File: src/rtl/cfgld_pkg.sv
package cfgld_pkg;
   typedef enum logic [1:0] {
      CL_INIT,
      CL_IDLE,
      CL_HEAD,
      CL_BODY
   } cl_state_e;

   typedef struct packed {
      logic serial;
      logic addr_gen;
   } cl_mode_t;
endpackage

File: src/rtl/cfgld_mode_decode.sv
module cfgld_mode_decode
   import cfgld_pkg::*;
#(
   parameter int MODE_W = 3,
   parameter logic [(1<<MODE_W)-1:0] SERIAL_SET = 8'b0001_1000,
   parameter logic [(1<<MODE_W)-1:0] ADDR_SET   = 8'b0010_0110
) (
   input  logic [MODE_W-1:0] mode_code,
   output cl_mode_t          mode_cfg
);
   // one bit per mode value in each set mask
   always_comb begin
      mode_cfg.serial   = SERIAL_SET[mode_code];
      mode_cfg.addr_gen = ADDR_SET[mode_code];
   end
endmodule

File: src/rtl/cfgld_byte_assembler.sv
module cfgld_byte_assembler #(
   parameter int BYTE_W = 8
) (
   input  logic              clk,
   input  logic              rst_n,
   input  logic              clr,
   input  logic              take,
   input  logic              serial,
   input  logic [BYTE_W-1:0] din,
   output logic              byte_vld,
   output logic [BYTE_W-1:0] byte_dat
);
   localparam int CNT_W = $clog2(BYTE_W);
   localparam logic [CNT_W-1:0] LAST_BIT = CNT_W'(BYTE_W - 1);

   logic [BYTE_W-2:0] shreg;
   logic [CNT_W-1:0]  bit_cnt;

   // first bit received lands in bit 0
   always_ff @(posedge clk or negedge rst_n) begin
      if (!rst_n) begin
         shreg   <= '0;
         bit_cnt <= '0;
      end else if (clr) begin
         shreg   <= '0;
         bit_cnt <= '0;
      end else if (take && serial) begin
         shreg   <= {din[0], shreg[BYTE_W-2:1]};
         bit_cnt <= (bit_cnt == LAST_BIT) ? '0 : bit_cnt + 1'b1;
      end
   end

   always_comb begin
      if (serial) begin
         byte_vld = take && (bit_cnt == LAST_BIT);
         byte_dat = {din[0], shreg};
      end else begin
         byte_vld = take;
         byte_dat = din;
      end
   end
endmodule

File: src/rtl/cfgld_addr_counter.sv
module cfgld_addr_counter #(
   parameter int ADDR_W = 17
) (
   input  logic              clk,
   input  logic              rst_n,
   input  logic              clr,
   input  logic              step,
   output logic [ADDR_W-1:0] addr
);
   always_ff @(posedge clk or negedge rst_n) begin
      if (!rst_n)    addr <= '0;
      else if (clr)  addr <= '0;
      else if (step) addr <= addr + 1'b1;
   end
endmodule

File: src/rtl/cfgld_image_ram.sv
module cfgld_image_ram #(
   parameter int DEPTH        = 16,
   parameter int WORD_W       = 8,
   parameter bit RESET_IMAGE  = 1'b1,
   localparam int PTR_W       = $clog2(DEPTH)
) (
   input  logic              clk,
   input  logic              rst_n,
   input  logic              we,
   input  logic [PTR_W-1:0]  ptr,
   input  logic [WORD_W-1:0] wdata,
   output logic [WORD_W-1:0] rdata
);
   logic [WORD_W-1:0] mem [DEPTH];

   if (RESET_IMAGE) begin : g_rst_image
      always_ff @(posedge clk or negedge rst_n) begin
         if (!rst_n) begin
            for (int i = 0; i < DEPTH; i++) mem[i] <= '0;
         end else if (we) begin
            mem[ptr] <= wdata;
         end
      end
   end else begin : g_plain_image
      always_ff @(posedge clk) begin
         if (we) mem[ptr] <= wdata;
      end
   end

   assign rdata = mem[ptr];
endmodule

File: src/rtl/cfg_stream_loader.sv
module cfg_stream_loader
   import cfgld_pkg::*;
#(
   parameter int               BYTE_W      = 8,
   parameter int               DEPTH       = 16,
   parameter int               EXT_AW      = 17,
   parameter int               MODE_W      = 3,
   parameter int               INIT_CYCLES = 4,
   parameter logic [BYTE_W-1:0] PREAMBLE   = 8'hB7
) (
   input  logic              cfg_clk,
   input  logic              por_n,
   input  logic              start_n,
   output logic              busy_n,
   input  logic              sel_n,
   input  logic [MODE_W-1:0] mode_sel,
   input  logic              cmp_req_n,
   input  logic [BYTE_W-1:0] din,
   output logic [EXT_AW-1:0] ext_addr,
   output logic              mismatch_n
);
   localparam int PTR_W  = $clog2(DEPTH);
   localparam int INIT_W = $clog2(INIT_CYCLES + 1);
   localparam logic [PTR_W-1:0]  LAST_PTR  = PTR_W'(DEPTH - 1);
   localparam logic [INIT_W-1:0] LAST_INIT = INIT_W'(INIT_CYCLES - 1);

   if (BYTE_W < 2) begin : g_bad_byte_w
      $error("cfg_stream_loader: BYTE_W must be at least 2");
   end
   if (DEPTH < 2) begin : g_bad_depth
      $error("cfg_stream_loader: DEPTH must be at least 2");
   end
   if (INIT_CYCLES < 1) begin : g_bad_init
      $error("cfg_stream_loader: INIT_CYCLES must be at least 1");
   end
   if (MODE_W != 3) begin : g_bad_mode_w
      $error("cfg_stream_loader: mode set masks assume MODE_W of 3");
   end

   cl_state_e         state;
   logic [MODE_W-1:0] mode_q;
   logic              verify_q;
   logic [PTR_W-1:0]  wptr;
   logic [INIT_W-1:0] init_cnt;
   logic              mism_q;

   cl_mode_t          mcfg;
   logic              start_fire;
   logic              take;
   logic              byte_vld;
   logic [BYTE_W-1:0] byte_dat;
   logic [BYTE_W-1:0] ram_rd;
   logic              body_byte;
   logic              ram_we;
   logic              diff_hit;

   cfgld_mode_decode #(.MODE_W(MODE_W)) u_decode (
      .mode_code (mode_q),
      .mode_cfg  (mcfg)
   );

   assign start_fire = (state == CL_IDLE) && !start_n;
   assign take       = ((state == CL_HEAD) || (state == CL_BODY)) && !sel_n;

   cfgld_byte_assembler #(.BYTE_W(BYTE_W)) u_asm (
      .clk      (cfg_clk),
      .rst_n    (por_n),
      .clr      (start_fire),
      .take     (take),
      .serial   (mcfg.serial),
      .din      (din),
      .byte_vld (byte_vld),
      .byte_dat (byte_dat)
   );

   cfgld_addr_counter #(.ADDR_W(EXT_AW)) u_addr (
      .clk   (cfg_clk),
      .rst_n (por_n),
      .clr   (start_fire),
      .step  (take && mcfg.addr_gen),
      .addr  (ext_addr)
   );

   assign body_byte = (state == CL_BODY) && byte_vld;
   assign ram_we    = body_byte && !verify_q;
   assign diff_hit  = body_byte && verify_q && (ram_rd != byte_dat);

   cfgld_image_ram #(.DEPTH(DEPTH), .WORD_W(BYTE_W), .RESET_IMAGE(1'b1)) u_ram (
      .clk   (cfg_clk),
      .rst_n (por_n),
      .we    (ram_we),
      .ptr   (wptr),
      .wdata (byte_dat),
      .rdata (ram_rd)
   );

   always_ff @(posedge cfg_clk or negedge por_n) begin
      if (!por_n) begin
         state    <= CL_INIT;
         init_cnt <= '0;
         mode_q   <= '0;
         verify_q <= 1'b0;
         wptr     <= '0;
         mism_q   <= 1'b0;
      end else begin
         case (state)
            CL_INIT: begin
               init_cnt <= init_cnt + 1'b1;
               if (init_cnt == LAST_INIT) state <= CL_IDLE;
            end
            CL_IDLE: begin
               if (!start_n) begin
                  state    <= CL_HEAD;
                  mode_q   <= mode_sel;
                  verify_q <= !cmp_req_n;
                  wptr     <= '0;
                  mism_q   <= 1'b0;
               end
            end
            CL_HEAD: begin
               if (byte_vld && (byte_dat == PREAMBLE)) state <= CL_BODY;
            end
            CL_BODY: begin
               if (byte_vld) begin
                  if (diff_hit) mism_q <= 1'b1;
                  wptr <= wptr + 1'b1;
                  if (wptr == LAST_PTR) state <= CL_IDLE;
               end
            end
            default: state <= CL_INIT;
         endcase
      end
   end

   assign busy_n     = (state == CL_IDLE);
   assign mismatch_n = !mism_q;
endmodule

File: config.mk
export PLATFORM = sky130hd
export DESIGN_NAME = cfg_stream_loader
export DESIGN_NICKNAME = d
export VERILOG_FILES = /design/src/rtl/cfgld_pkg.sv /design/src/rtl/cfgld_mode_decode.sv /design/src/rtl/cfgld_byte_assembler.sv /design/src/rtl/cfgld_addr_counter.sv /design/src/rtl/cfgld_image_ram.sv /design/src/rtl/cfg_stream_loader.sv
export SDC_FILE = /design/constraint.sdc
export NUM_CORES = 1
export LEC_CHECK = 0
export ABC_AREA = 1
export BUFFER_PORTS_ARGS = -buffer_cell sky130_fd_sc_hd__buf_2
export CORE_ASPECT_RATIO = 0.5
export CORE_MARGIN = 3
export CORE_UTILIZATION = 62
export DETAILED_ROUTE_END_ITERATION = 10
export PLACE_DENSITY = 0.84
export SYNTH_ARGS = -nofsm -noshare
export SYNTH_HDL_FRONTEND = slang
export SYNTH_SLANG_ARGS = --single-unit
export TNS_END_PERCENT = 20
File: constraint.sdc
create_clock -name cfg_clk -period 2.3 [get_ports cfg_clk]
set_input_delay 0.69 -clock cfg_clk [delete_from_list [all_inputs] [get_ports cfg_clk]]
set_output_delay 0.69 -clock cfg_clk [all_outputs]
set_load 0.05 [all_outputs]
==> results.py <==
metrics = {
    "finish": {
        "nets": 1236,
        "syn_to_final_growth_pct": 12.80,
        "multi_input_comb_area_um2": 3725,
        "drive_gt1_share_pct": 12.11,
        "final_design_area_no_fill_um2": 9968,
        "regArea_um2": 4230,
        "fillers": 980,
        "fin_util_pct": 72.56,
        "diodes": 0,
        "stdcell_count": 1406,
    },
    "place": {
        "place_ws_ns": 0.06736,
        "place_congestion": 0.9126,
        "dp_cells": 1372,
        "place_area_um2": 9330,
        "io_buffers": 34,
        "hpwl_mm": 15.02,
    },
    "synthesis": {
        "synth_cells": 1159,
        "yosys.area.top_type_share_pct": 47.86,
        "synth_nets": 1194,
        "netlist_top_cells_area": "dfrtp_1, nand2_1, o21ai_0",
        "syn_avg_cell_area_um2": 7.625,
        "yosys_warnings": 0,
        "ys.flop_type": "dfrtp_1",
        "synth_edf_count": 0,
        "syn-cell-area_um2": 8837,
        "yosys.cell_types.count": 40,
        "async_flop_share_pct": 100.0,
        "yosysMostFrequentCell": "nand2_1",
        "synth_common_cells": "nand2_1, dfrtp_1, o21ai_0",
        "ys_ff_latch": 169,
        "netlist.top_cell.by_area": "dfrtp_1",
        "seq_area_frac_synth_pct": 47.86,
    },
    "clock_network": {
        "clk_path_buf_depth": 2,
        "clock-sinks": 169,
        "clk_pin_slew_ns": 0.07,
        "cts_made_buffers": 17,
        "cts_tree": "yes",
        "cts_root_buf": "clkbuf_16",
        "cts-hold-fix-buffers": 0,
        "ctsHtreeMaxLevel": 4,
        "insertion_delay_ns": 0.43,
    },
    "worst_setup_path": {
        "critPathLaunchType": "register",
        "r2r_slack_ns": 0.11,
        "required_ns": 2.62,
        "crit_fanout": 16,
        "timing.rr.start": "mode_q[1]",
        "critPathCaptureType": "register",
        "reg2reg_to": "u_ram.mem[98]",
        "reg2reg_depth": 13,
        "crit_type": "reg2reg",
        "arrival_ns": 2.52,
    },
    "outcome": {
        "status": "completed",
    },
    "routing": {
        "dr.pass1.iters": 5,
        "wirelength_met1_mm": 9.591,
        "via_per_inst": 5.627,
        "drt_iter0_drc": 952,
        "route.met3.wl_mm": 2.284,
        "post-route-drc-count": 0,
        "postRouteAntennaNets": 0,
        "post_drt_wl_per_cell_um": 16.20,
        "met2_length_mm": 10.26,
        "wirelength_mm": 22.78,
        "vias": 7911,
        "highest_layer": "met4",
    },
    "global_route": {
        "grt_max_degree": 48,
        "first_global_vias": 7696,
        "track_usage_pct": 29.85,
        "gr-total-overflow": 0,
        "grt_pass1_wl_mm": 37.67,
        "antenna_found_initial": 0,
    },
    "power_and_ir_drop": {
        "switching_share_pct": 41.68,
        "power_leakage_nw": 4.963,
        "p_switching_mw": 4.541,
        "power.density_nw_per_um2": 1093,
        "p_int_mw": 6.353,
        "p_comb_share_pct": 41.1,
        "pwr-share-seq_pct": 33.5,
        "ir_worst_vdd_v": 0.0006547,
        "clkPwrFrac_pct": 25.4,
    },
    "sta": {
        "rsz0062_at_grt": "true",
        "tightest_slew_ns": 0.5190,
        "slew_headroom_pct": 65.27,
        "report.final.slew_viol_count": 0,
        "finalSetupTns_ns": 0,
        "fin_crit_ns": 2.195,
        "setup_viol": 0,
        "worst_slack_ns": 0.1050,
        "min_period_over_period_pct": 95.43,
        "max_freq_mhz": 455.6,
        "clock_skew_ns": 0.01142,
        "hold_viol": 0,
    },
    "floorplanning": {
        "rows": 30,
        "die_h_um": 90.42,
        "dieWidth_um": 174.8,
        "ios": 35,
        "initial_core_util_pct": 64.33,
        "die_area_um2": 15810,
        "core_um2": 13740,
    },
    "job": {
        "cap_viol_max_count": 0,
    },
    "hold_path": {
        "min_path_type": "in2async",
    },
}
==> placed cells by master (no fill, tap or decap), types with 2 or more instances in the layout <==
cell type and n:
nor3_4 5, dfrtp_1 168, nand2_4 5, o31ai_1 2, clkinv_2 3, clkbuf_8 3, nor2_2 3, clkinv_1 2
nand3_1 74, inv_2 5, o21ai_0 159, nor3_1 4, buf_4 32, clkinv_4 5, nor2_4 12, buf_2 33
buf_6 4, clkbuf_16 17, inv_1 158, nor3_2 2, a31oi_1 2, buf_12 6, o211ai_1 6, a21oi_1 16
clkbuf_1 3, ha_1 19, o21ai_2 3, nand4_1 5, a22o_1 2, nand2_1 391, nor2_1 40, nand2_2 3
o21ai_1 7
==> flip-flops by register name, indices dropped and copies added, names as in the netlist <==
register	flops
u_asm.bit_cnt	3
mode_q	3
verify_q	1
mism_q	1
state	2
u_asm.shreg	7
u_ram.mem	128
init_cnt	3
wptr	4
u_addr.addr	17
==> metal layers <==
metal / global-route usage [%] / vias to the layer above
met5: 0 / -
met4: 11.41 / 0
met3: 6.591 / 68
met2: 45.43 / 419
met1: 42.23 / 3714
li1: - / 3710
==> cell families (layout without fill, tap and decap cells) <==
| logic type | count (synthesis) | in the layout | share of synthesized area [%] |
|---|---|---|---|
| and+or+nand+nor | 546 | 546 | 26.83 |
| buffers and inverters | 219 | 274 | 10.18 |
| AOI/OAI and AO/OA | 204 | 204 | 12.25 |
| DFF | 169 | 169 | 47.86 |
| adders and majority gates | 19 | 19 | 2.690 |
| xor gates and xnor gates | 2 | 2 | 0.1983 |
==> through the flow <==
step           hold WS (ns)  total power [mW]
4_1_cts              0.1948             10.78
3_3_place_gp         0.4602             7.853
3_5_place_dp         0.4690             7.972
2_1_floorplan        0.3944             6.495
5_1_grt              0.2100             11.52
6_report             0.1883             10.89
==> critical path, stage by stage, from the launching register on <==
cell	delay, ns
dfrtp_1	0.40
inv_1	0.13
ha_1	0.16
nand2_1	0.08
nand2_4	0.16
inv_2	0.06
o21ai_2	0.24
nor2_4	0.07
nand2_2	0.08
clkinv_4	0.10
nand2_4	0.15
nor3_4	0.05
buf_4	0.19
o21ai_0	0.22
==> worst max-delay path by stage <==
stage,start,to,depth (start not counted)
floorplan,sel_n,u_addr.addr[15],10
finish,mode_q[1],u_ram.mem[98],13
global route,state[0],u_addr.addr[14],11
detailed placement,sel_n,u_addr.addr[14],9
CTS,state[0],u_addr.addr[14],11
global placement,sel_n,u_addr.addr[14],9
==> final cells by class <==
type | instances | area share [%]
repair buffers | 75 | 5.724
flip-flops and latches | 169 | 42.44
clock buffers | 23 | 4.795
inverters | 167 | 6.351
well taps | 192 | 2.410
multi-input cells | 771 | 37.37
clock inverters | 9 | 0.9163
==> power groups by stage <==
stage | combinational, mW | clock (mW) | sequential (mW)
after CTS | 4.36 | 2.78 | 3.65
after global routing | 4.91 | 2.91 | 3.70
after global placement | 4.19 | 0 | 3.67
after detailed placement | 4.28 | 0 | 3.69
after floorplan | 2.78 | 0 | 3.71
final | 4.48 | 2.77 | 3.65
==> timing repair <==
item,CTS,global route
endpoints found under the setup margin,0,53
gates resized for setup,0,10
buffers inserted,0,2
No activity file was read; power rests on OpenSTA's default activity.
